### src/rtl/dac_front_pkg.sv
package dac_front_pkg;
  localparam int unsigned BYTE_W = 8;
  localparam int unsigned CODE_W = 10;
  localparam int unsigned LO_W   = CODE_W - BYTE_W;

  function automatic logic [CODE_W-1:0] pack_code(input logic [BYTE_W-1:0] hi,
                                                  input logic [BYTE_W-1:0] lo);
    return {hi, lo[BYTE_W-1 -: LO_W]};
  endfunction
endpackage

### src/rtl/dac_addr_decode.sv
module dac_addr_decode #(
  parameter int unsigned ADDR_W    = 16,
  parameter int unsigned DEC_LSB   = 2,
  parameter logic [ADDR_W-1:0] BASE_ADDR = '0
) (
  input  logic              wr_i,
  input  logic [ADDR_W-1:0] addr_i,
  output logic              odd_we_o,
  output logic              even_we_o
);
  logic hit;
  assign hit       = wr_i && (addr_i[ADDR_W-1:DEC_LSB] == BASE_ADDR[ADDR_W-1:DEC_LSB]);
  assign odd_we_o  = hit &&  addr_i[0];
  assign even_we_o = hit && !addr_i[0];
endmodule

### src/rtl/dac_byte_stage.sv
module dac_byte_stage
  import dac_front_pkg::*;
#(
  parameter bit HI_FIRST = 1'b1
) (
  input  logic              clk_i,
  input  logic              rst_ni,
  input  logic              odd_we_i,
  input  logic [BYTE_W-1:0] data_i,
  output logic [CODE_W-1:0] bus_code_o
);
  logic [BYTE_W-1:0] first_q;

  always_ff @(posedge clk_i or negedge rst_ni) begin
    if (!rst_ni)       first_q <= '0;
    else if (odd_we_i) first_q <= data_i;
  end

  // second byte goes straight to the holding register on the even write
  generate
    if (HI_FIRST) begin : g_hi_first
      assign bus_code_o = pack_code(first_q, data_i);
    end else begin : g_lo_first
      assign bus_code_o = pack_code(data_i, first_q);
    end
  endgenerate


  first_load_chk: assert property (@(posedge clk_i) disable iff (!rst_ni)
    odd_we_i |=> first_q == $past(data_i));

  first_keep_chk: assert property (@(posedge clk_i) disable iff (!rst_ni)
    !odd_we_i |=> $stable(first_q));
endmodule

### src/rtl/dac_hold_reg.sv
module dac_hold_reg
  import dac_front_pkg::*;
(
  input  logic              clk_i,
  input  logic              rst_ni,
  input  logic              load_bus_i,
  input  logic [CODE_W-1:0] bus_code_i,
  input  logic              load_par_i,
  input  logic [CODE_W-1:0] par_code_i,
  output logic [CODE_W-1:0] hold_o
);
  logic [CODE_W-1:0] hold_q;

  always_ff @(posedge clk_i or negedge rst_ni) begin
    if (!rst_ni)         hold_q <= '0;
    else if (load_par_i) hold_q <= par_code_i;
    else if (load_bus_i) hold_q <= bus_code_i;
  end
  assign hold_o = hold_q;


  hold_stable_chk: assert property (@(posedge clk_i) disable iff (!rst_ni)
    !load_bus_i && !load_par_i |=> $stable(hold_q));

  bus_xfer_chk: assert property (@(posedge clk_i) disable iff (!rst_ni)
    load_bus_i && !load_par_i |=> hold_q == $past(bus_code_i));

  par_prio_chk: assert property (@(posedge clk_i) disable iff (!rst_ni)
    load_par_i |=> hold_q == $past(par_code_i));
endmodule

### src/rtl/bus_dac_front.sv
module bus_dac_front
  import dac_front_pkg::*;
#(
  parameter int unsigned       ADDR_W    = 16,
  parameter int unsigned       DEC_LSB   = 2,
  parameter logic [ADDR_W-1:0] BASE_ADDR = 16'h4000,
  parameter bit                HI_FIRST  = 1'b1
) (
  input  logic              clk_i,
  input  logic              rst_ni,
  input  logic              wr_i,
  input  logic [ADDR_W-1:0] addr_i,
  input  logic [BYTE_W-1:0] data_i,
  input  logic [BYTE_W-1:0] port_hi_i,
  input  logic [BYTE_W-1:0] port_lo_i,
  input  logic              xfer_ni,
  output logic [CODE_W-1:0] code_o
);
  logic              odd_we, even_we, par_active;
  logic [CODE_W-1:0] bus_code, par_code, hold;

  dac_addr_decode #(.ADDR_W(ADDR_W), .DEC_LSB(DEC_LSB), .BASE_ADDR(BASE_ADDR)) u_dec (
    .wr_i(wr_i), .addr_i(addr_i), .odd_we_o(odd_we), .even_we_o(even_we));

  dac_byte_stage #(.HI_FIRST(HI_FIRST)) u_bytes (
    .clk_i(clk_i), .rst_ni(rst_ni), .odd_we_i(odd_we), .data_i(data_i),
    .bus_code_o(bus_code));

  assign par_active = !xfer_ni;
  assign par_code   = pack_code(port_hi_i, port_lo_i);

  dac_hold_reg u_hold (
    .clk_i(clk_i), .rst_ni(rst_ni),
    .load_bus_i(even_we), .bus_code_i(bus_code),
    .load_par_i(par_active), .par_code_i(par_code),
    .hold_o(hold));

  // transparent while parallel control is low
  assign code_o = par_active ? par_code : hold;


  transparent_chk: assert property (@(posedge clk_i) disable iff (!rst_ni)
    !xfer_ni |-> code_o == {port_hi_i, port_lo_i[7:6]});

  latch_on_rise_chk: assert property (@(posedge clk_i) disable iff (!rst_ni)
    $rose(xfer_ni) |-> code_o == $past({port_hi_i, port_lo_i[7:6]}));
endmodule

### config.mk
export PLATFORM = sky130hd
export DESIGN_NAME = bus_dac_front
export DESIGN_NICKNAME = d
export VERILOG_FILES = /design/src/rtl/dac_front_pkg.sv /design/src/rtl/dac_addr_decode.sv /design/src/rtl/dac_byte_stage.sv /design/src/rtl/dac_hold_reg.sv /design/src/rtl/bus_dac_front.sv
export SDC_FILE = /design/constraint.sdc
export NUM_CORES = 1
export LEC_CHECK = 0
export BUFFER_PORTS_ARGS = -buffer_cell sky130_fd_sc_hd__buf_2
export CAP_MARGIN = 5
export CORE_UTILIZATION = 47
export DETAILED_ROUTE_END_ITERATION = 8
export PLACE_DENSITY_LB_ADDON = 0.12
export SLEW_MARGIN = 10
export SYNTH_ARGS = -nofsm -noshare
export SYNTH_HDL_FRONTEND = slang
export SYNTH_SLANG_ARGS = --single-unit
export TNS_END_PERCENT = 30
### constraint.sdc
create_clock -name clk_i -period 2.5 [get_ports clk_i]
set_input_delay 0.25 -clock clk_i [delete_from_list [all_inputs] [get_ports clk_i]]
set_output_delay 0.25 -clock clk_i [all_outputs]
set_load 0.005 [all_outputs]
After elaboration in Yosys (flattened, before gate mapping) --
Index checks and enable logic that the tools add are counted.
Word-level totals: input bits 44, register bits after elaboration 18, word-level logic and storage cells 11, output and inout bits 10
Cells by class: reduce and logical (&&, ||, !) cells 4, equal/unequal tests 2, mux-type cells 3
Operators by type and width (number):
- 2-to-1 mux 10 bit | 3
- == test 14 x 13 -> 1 bit (second input constant) | 1
- logical AND 1 bit | 3
- inequality test 2 x 1 -> 1 bit (second input constant) | 1
- zero test 1 bit | 1

Logic depth before layout (Yosys ltp) --
depth in word-level cells 5, depth in mapped cells 3, depth with buffers taken out 3

Cells and area by module --
From an unflattened synthesis, not the netlist that was laid out.
Unflattened totals: cells, all modules 81, area, all modules 1029.7 µm²
By module, submodules not included:
- dac_hold_reg | cells an instance 43, times used 1, seq. area each 250.2 µm², area each 462.9 µm²
- dac_byte_stage | cells an instance 19, times used 1, seq. area each 200.2 µm², area each 346.6 µm²
- bus_dac_front | cells an instance 12, times used 1, seq. area each 0.0 µm², area each 161.4 µm²
- dac_addr_decode | cells an instance 7, times used 1, seq. area each 0.0 µm², area each 58.8 µm²

Worst setup path after synthesis --
Ideal clock, no wire load.
path kind input to register, from input addr_i[3], to register u_hold.hold_q[0] (netlist: u_hold.hold_o[0]), path buffers 0, stages 3, arrival time 1868 ps, setup time 125 ps, required time 2375 ps, slack 507 ps, cell sequence or4_1 -> o41ai_4 -> mux2_2
On the way: word-level cells in the longest chain between the ends 4
RTL lines:
- start, declared | line bus_dac_front.sv:12 | input logic [ADDR_W-1:0] addr_i,
- == test 14 x 13 -> 1 bit | line dac_addr_decode.sv:12 | assign hit = wr_i && (addr_i[ADDR_W-1:DEC_LSB] == BASE_ADDR[ADDR_W-1:DEC_LSB]);
- logical AND 1 bit | line dac_addr_decode.sv:12
- logical AND 1 bit | line dac_addr_decode.sv:14 | assign even_we_o = hit && !addr_i[0];
- inequality test 2 x 1 -> 1 bit (no line)
- end signal, assigned | line dac_hold_reg.sv:16 | else if (load_par_i) hold_q <= par_code_i;
- end signal, assigned | line dac_hold_reg.sv:17 | else if (load_bus_i) hold_q <= bus_code_i;
- end, declared | line dac_hold_reg.sv:12 | logic [CODE_W-1:0] hold_q;
Every way passes these cells. A chain may end at the register's enable or synchronous reset.

Worst setup path after layout --
from input addr_i[3], to register u_hold.hold_q[8] (netlist: u_hold.hold_o[8])
The elaborated chain is that of the path after synthesis.

==> summary.md <==
| Metric | Value |
|---|---|
| Net Sw Power | 0.142 mW |
| CTS tree | done |
| Slowest-stage cell, CP | or4_1 |
| Final net count | 161 |
| Synth cell types | 11 |
| Detail Route Antenna Nets | 0 |
| Worst setup path end | u_hold.hold_o[8] |
| Critical path startpoint category | input pin |
| CTS Buf Count | 3 |
| Clock transition at the registers of the reported paths | 0.11 ns |
| Vias in the first global route | 705 |
| Flop pwr share | 51.4% |
| CP Cell Sequence | buf_2, or4_1, o41ai_4, buf_4, mux2_2 |
| Initial Utilization | 50.4% |
| DR vias | 726 |
| Synth-to-Final Area Change | 32.2% |
| Die area | 2290 µm² |
| Post-synth top cells | mux2_2 (38), dfrtp_1 (18) |
| Register area share after synthesis | 45.6% |
| Power Internal | 0.467 mW |
| Core area | 1960 µm² |
| Post-DP HPWL | 1410 µm |
| Worst r2r src | u_bytes.first_q[6] |
| Initial antenna violation count | 0 |
| Minimum clock period | 1.70 ns |
| I/O pins | 54 |
| Fin worst setup slack | 0.802 ns |
| Pre-CTS setup slack | 0.470 ns |
| Slew Viols, Final | 0 |
| Layout cells sized above 1 | 81.9% |
| Hold Crit Depth | 2 |
| Total wire length | 1860 µm |
| Worst-path fanout max | 10 |
| Setup TNS | 0 ns |
| Reg2Reg Depth | 2 |
| Clock group share of total power | 29.6% |
| Post-synth ARST share | 100% |
| Drt wl/cell | 13.0 µm |
| CP endpoint kind | register |
| Worst Setup SP | addr_i[3] |
| GPL Wtd Cong | 0.698 |
| Worst vdd ir | 0.375 mV |
| Largest cells by area after synthesis | dfrtp_1 (46%), mux2_2 (43%), o41ai_4 (2.8%) |
| Drt via density | 5.08 |
| Area share of the largest cell type after synthesis | 45.6% |
| Fmax | 0.589 GHz |
| Worst skew pair latency | 0.29 ns |
| Pwr Total | 0.609 mW |
| Top_reg_cell synth | dfrtp_1 |
| Cell with the most instances after synthesis | mux2_2 |
| Syn. warnings | 0 |
| WP depth | 5 |
| Slew @ Worst Pin | 0.496 ns |
| Die X | 47.9 µm |
| Final setup viols | 0 |
| Filler Cell Count | 179 |
| Largest delay contributor family on the critical path | simple AND/OR/NAND/NOR gates |
| Number of flops mapped to enable cells by yosys | 0 |
| CP Data Required Time | 2.69 ns |
| Status | finished, final reports clean |
| R2r setup slk | 1.49 ns |
| Antenna cells | 0 |
| Leakage power | 0.681 nW |
| Mapped Nets | 109 |
| Total grt overflow | 0 |
| Worst Skew | 0.00418 ns |
| Clk buf depth | 2 |
| Max-cap violations | 0 |
| CTS root buffer | clkbuf_4 |
| H-tree levels | 1 |
| Hold Vio Cnt, Final | 0 |
| Sink Count | 18 |
| DRT iter0 DRCs | 4 |
| RSZ-0062 raised after global routing | false |
| Die Y | 47.9 µm |
| First-pass GRT wire length | 2930 µm |
| Worst path arrival time | 1.89 ns |
| Crit share post-route | 67.9% |
| Relative slew slack | 66.9% |
| DRC violations left | 0 |
| Cell Rows | 16 |
| DRT Pass-1 Iters | 4 |
| Post-Synthesis Cells | 65 |
| Min-delay worst type | input pin to register |
| GRT Util Overall | 19.2% |
| Mapped Area | 988 µm² |
| PwrDens | 466 nW/µm² |
| Largest stage delay on the critical path | 0.62 ns |
| Crit Path Class | input pin to register |
| IO Port Bufs | 46 |
| Combinational power share | 18.9% |
| Yosys top cell by area | dfrtp_1 |
| Flop and latch count out of synthesis | 18 |
| R2R Path End | u_hold.hold_o[8] |
| Largest net degree at the start of global routing | 22 |
| Mean Syn Cell Area | 15.2 µm² |
| Worst path bufs/invs | 2 |
| Sw Ratio | 23.3% |
-- how the worst min path moves through the flow --
| stage | start | end | slack, ns |
|---|---|---|---|
| detailed placement | rst_ni | u_bytes.first_q[0] | 0.20 |
| floorplan | rst_ni | u_bytes.first_q[0] | -0.05 |
| CTS | data_i[0] | u_bytes.first_q[0] | 0.17 |
| finish | data_i[0] | u_bytes.first_q[0] | 0.18 |
| global placement | rst_ni | u_hold.hold_o[3] | 0.20 |
| global route | data_i[2] | u_bytes.first_q[2] | 0.16 |
-- layout make-up --
class                      instances  area, µm²  area share [%]
clock buffer                       4       36.3            2.78
multi-input combinational         45        531            40.6
sequential                        18        450            34.5
tap                               27       33.8            2.59
timing repair buffer              49        255            19.5
-- state kept, by name, indices dropped and copies added, names as in the netlist --
name / flops
u_bytes.first_q: 8
u_hold.hold_o: 10
-- routing by layer --
metal  GRT usage, %  vias up  wire [µm]
li1               -      354          -
met2           34.3       24        950
met3           4.53        4         93
met4           11.1        0         39
met1           20.3      344        774
met5              0        -          0
-- layout by cell type, fill, tap and decap left out --
cell type	netlist	layout
dfrtp_1	18	18
or4_1	1	1
or4_4	1	1
clkbuf_8	0	1
or4b_2	1	1
buf_4	0	2
dlygate4sd3_1	0	1
clkbuf_4	0	3
mux2_2	38	38
or4b_4	1	1
o41ai_4	1	1
nor4_4	1	1
buf_2	0	46
or4bb_1	1	1
-- cell families (layout without fill, tap and decap cells) --
family | after synthesis | in the layout | synth area share, %
AO/OA/AOI/OAI | 1 | 1 | 2.79
buffers and inverters | 2 | 53 | 0.759
flip-flops | 18 | 18 | 45.6
multiplexers | 38 | 38 | 43.3
AND/OR/NAND/NOR | 6 | 6 | 7.59
-- what timing repair did --
item                                   in CTS  in global routing
buffers inserted                            0                  0
hold buffers                                1                  0
resized for setup                           0                  0
endpoints found under the hold margin      18                  0
-- stage by stage --
stage	hold slack (ns)	std cells	utilization, %	instance area [µm²]
2_1_floorplan	-0.0456	65	-	988
3_3_place_gp	0.196	138	64.2	1260
3_5_place_dp	0.199	138	64.2	1260
4_1_cts	0.173	143	66.6	1310
5_1_grt	0.163	143	66.6	1310
6_report	0.180	143	66.6	1310
-- power groups by stage --
stage | Clock, mW | Combinational, mW | Sequential [mW]
floorplan | 0 | 0.0608 | 0.317
global placement | 0 | 0.112 | 0.318
detailed placement | 0 | 0.116 | 0.319
CTS | 0.186 | 0.117 | 0.314
global route | 0.196 | 0.130 | 0.315
finish | 0.181 | 0.115 | 0.313
Note: power is estimated with default switching activity, not from simulation.
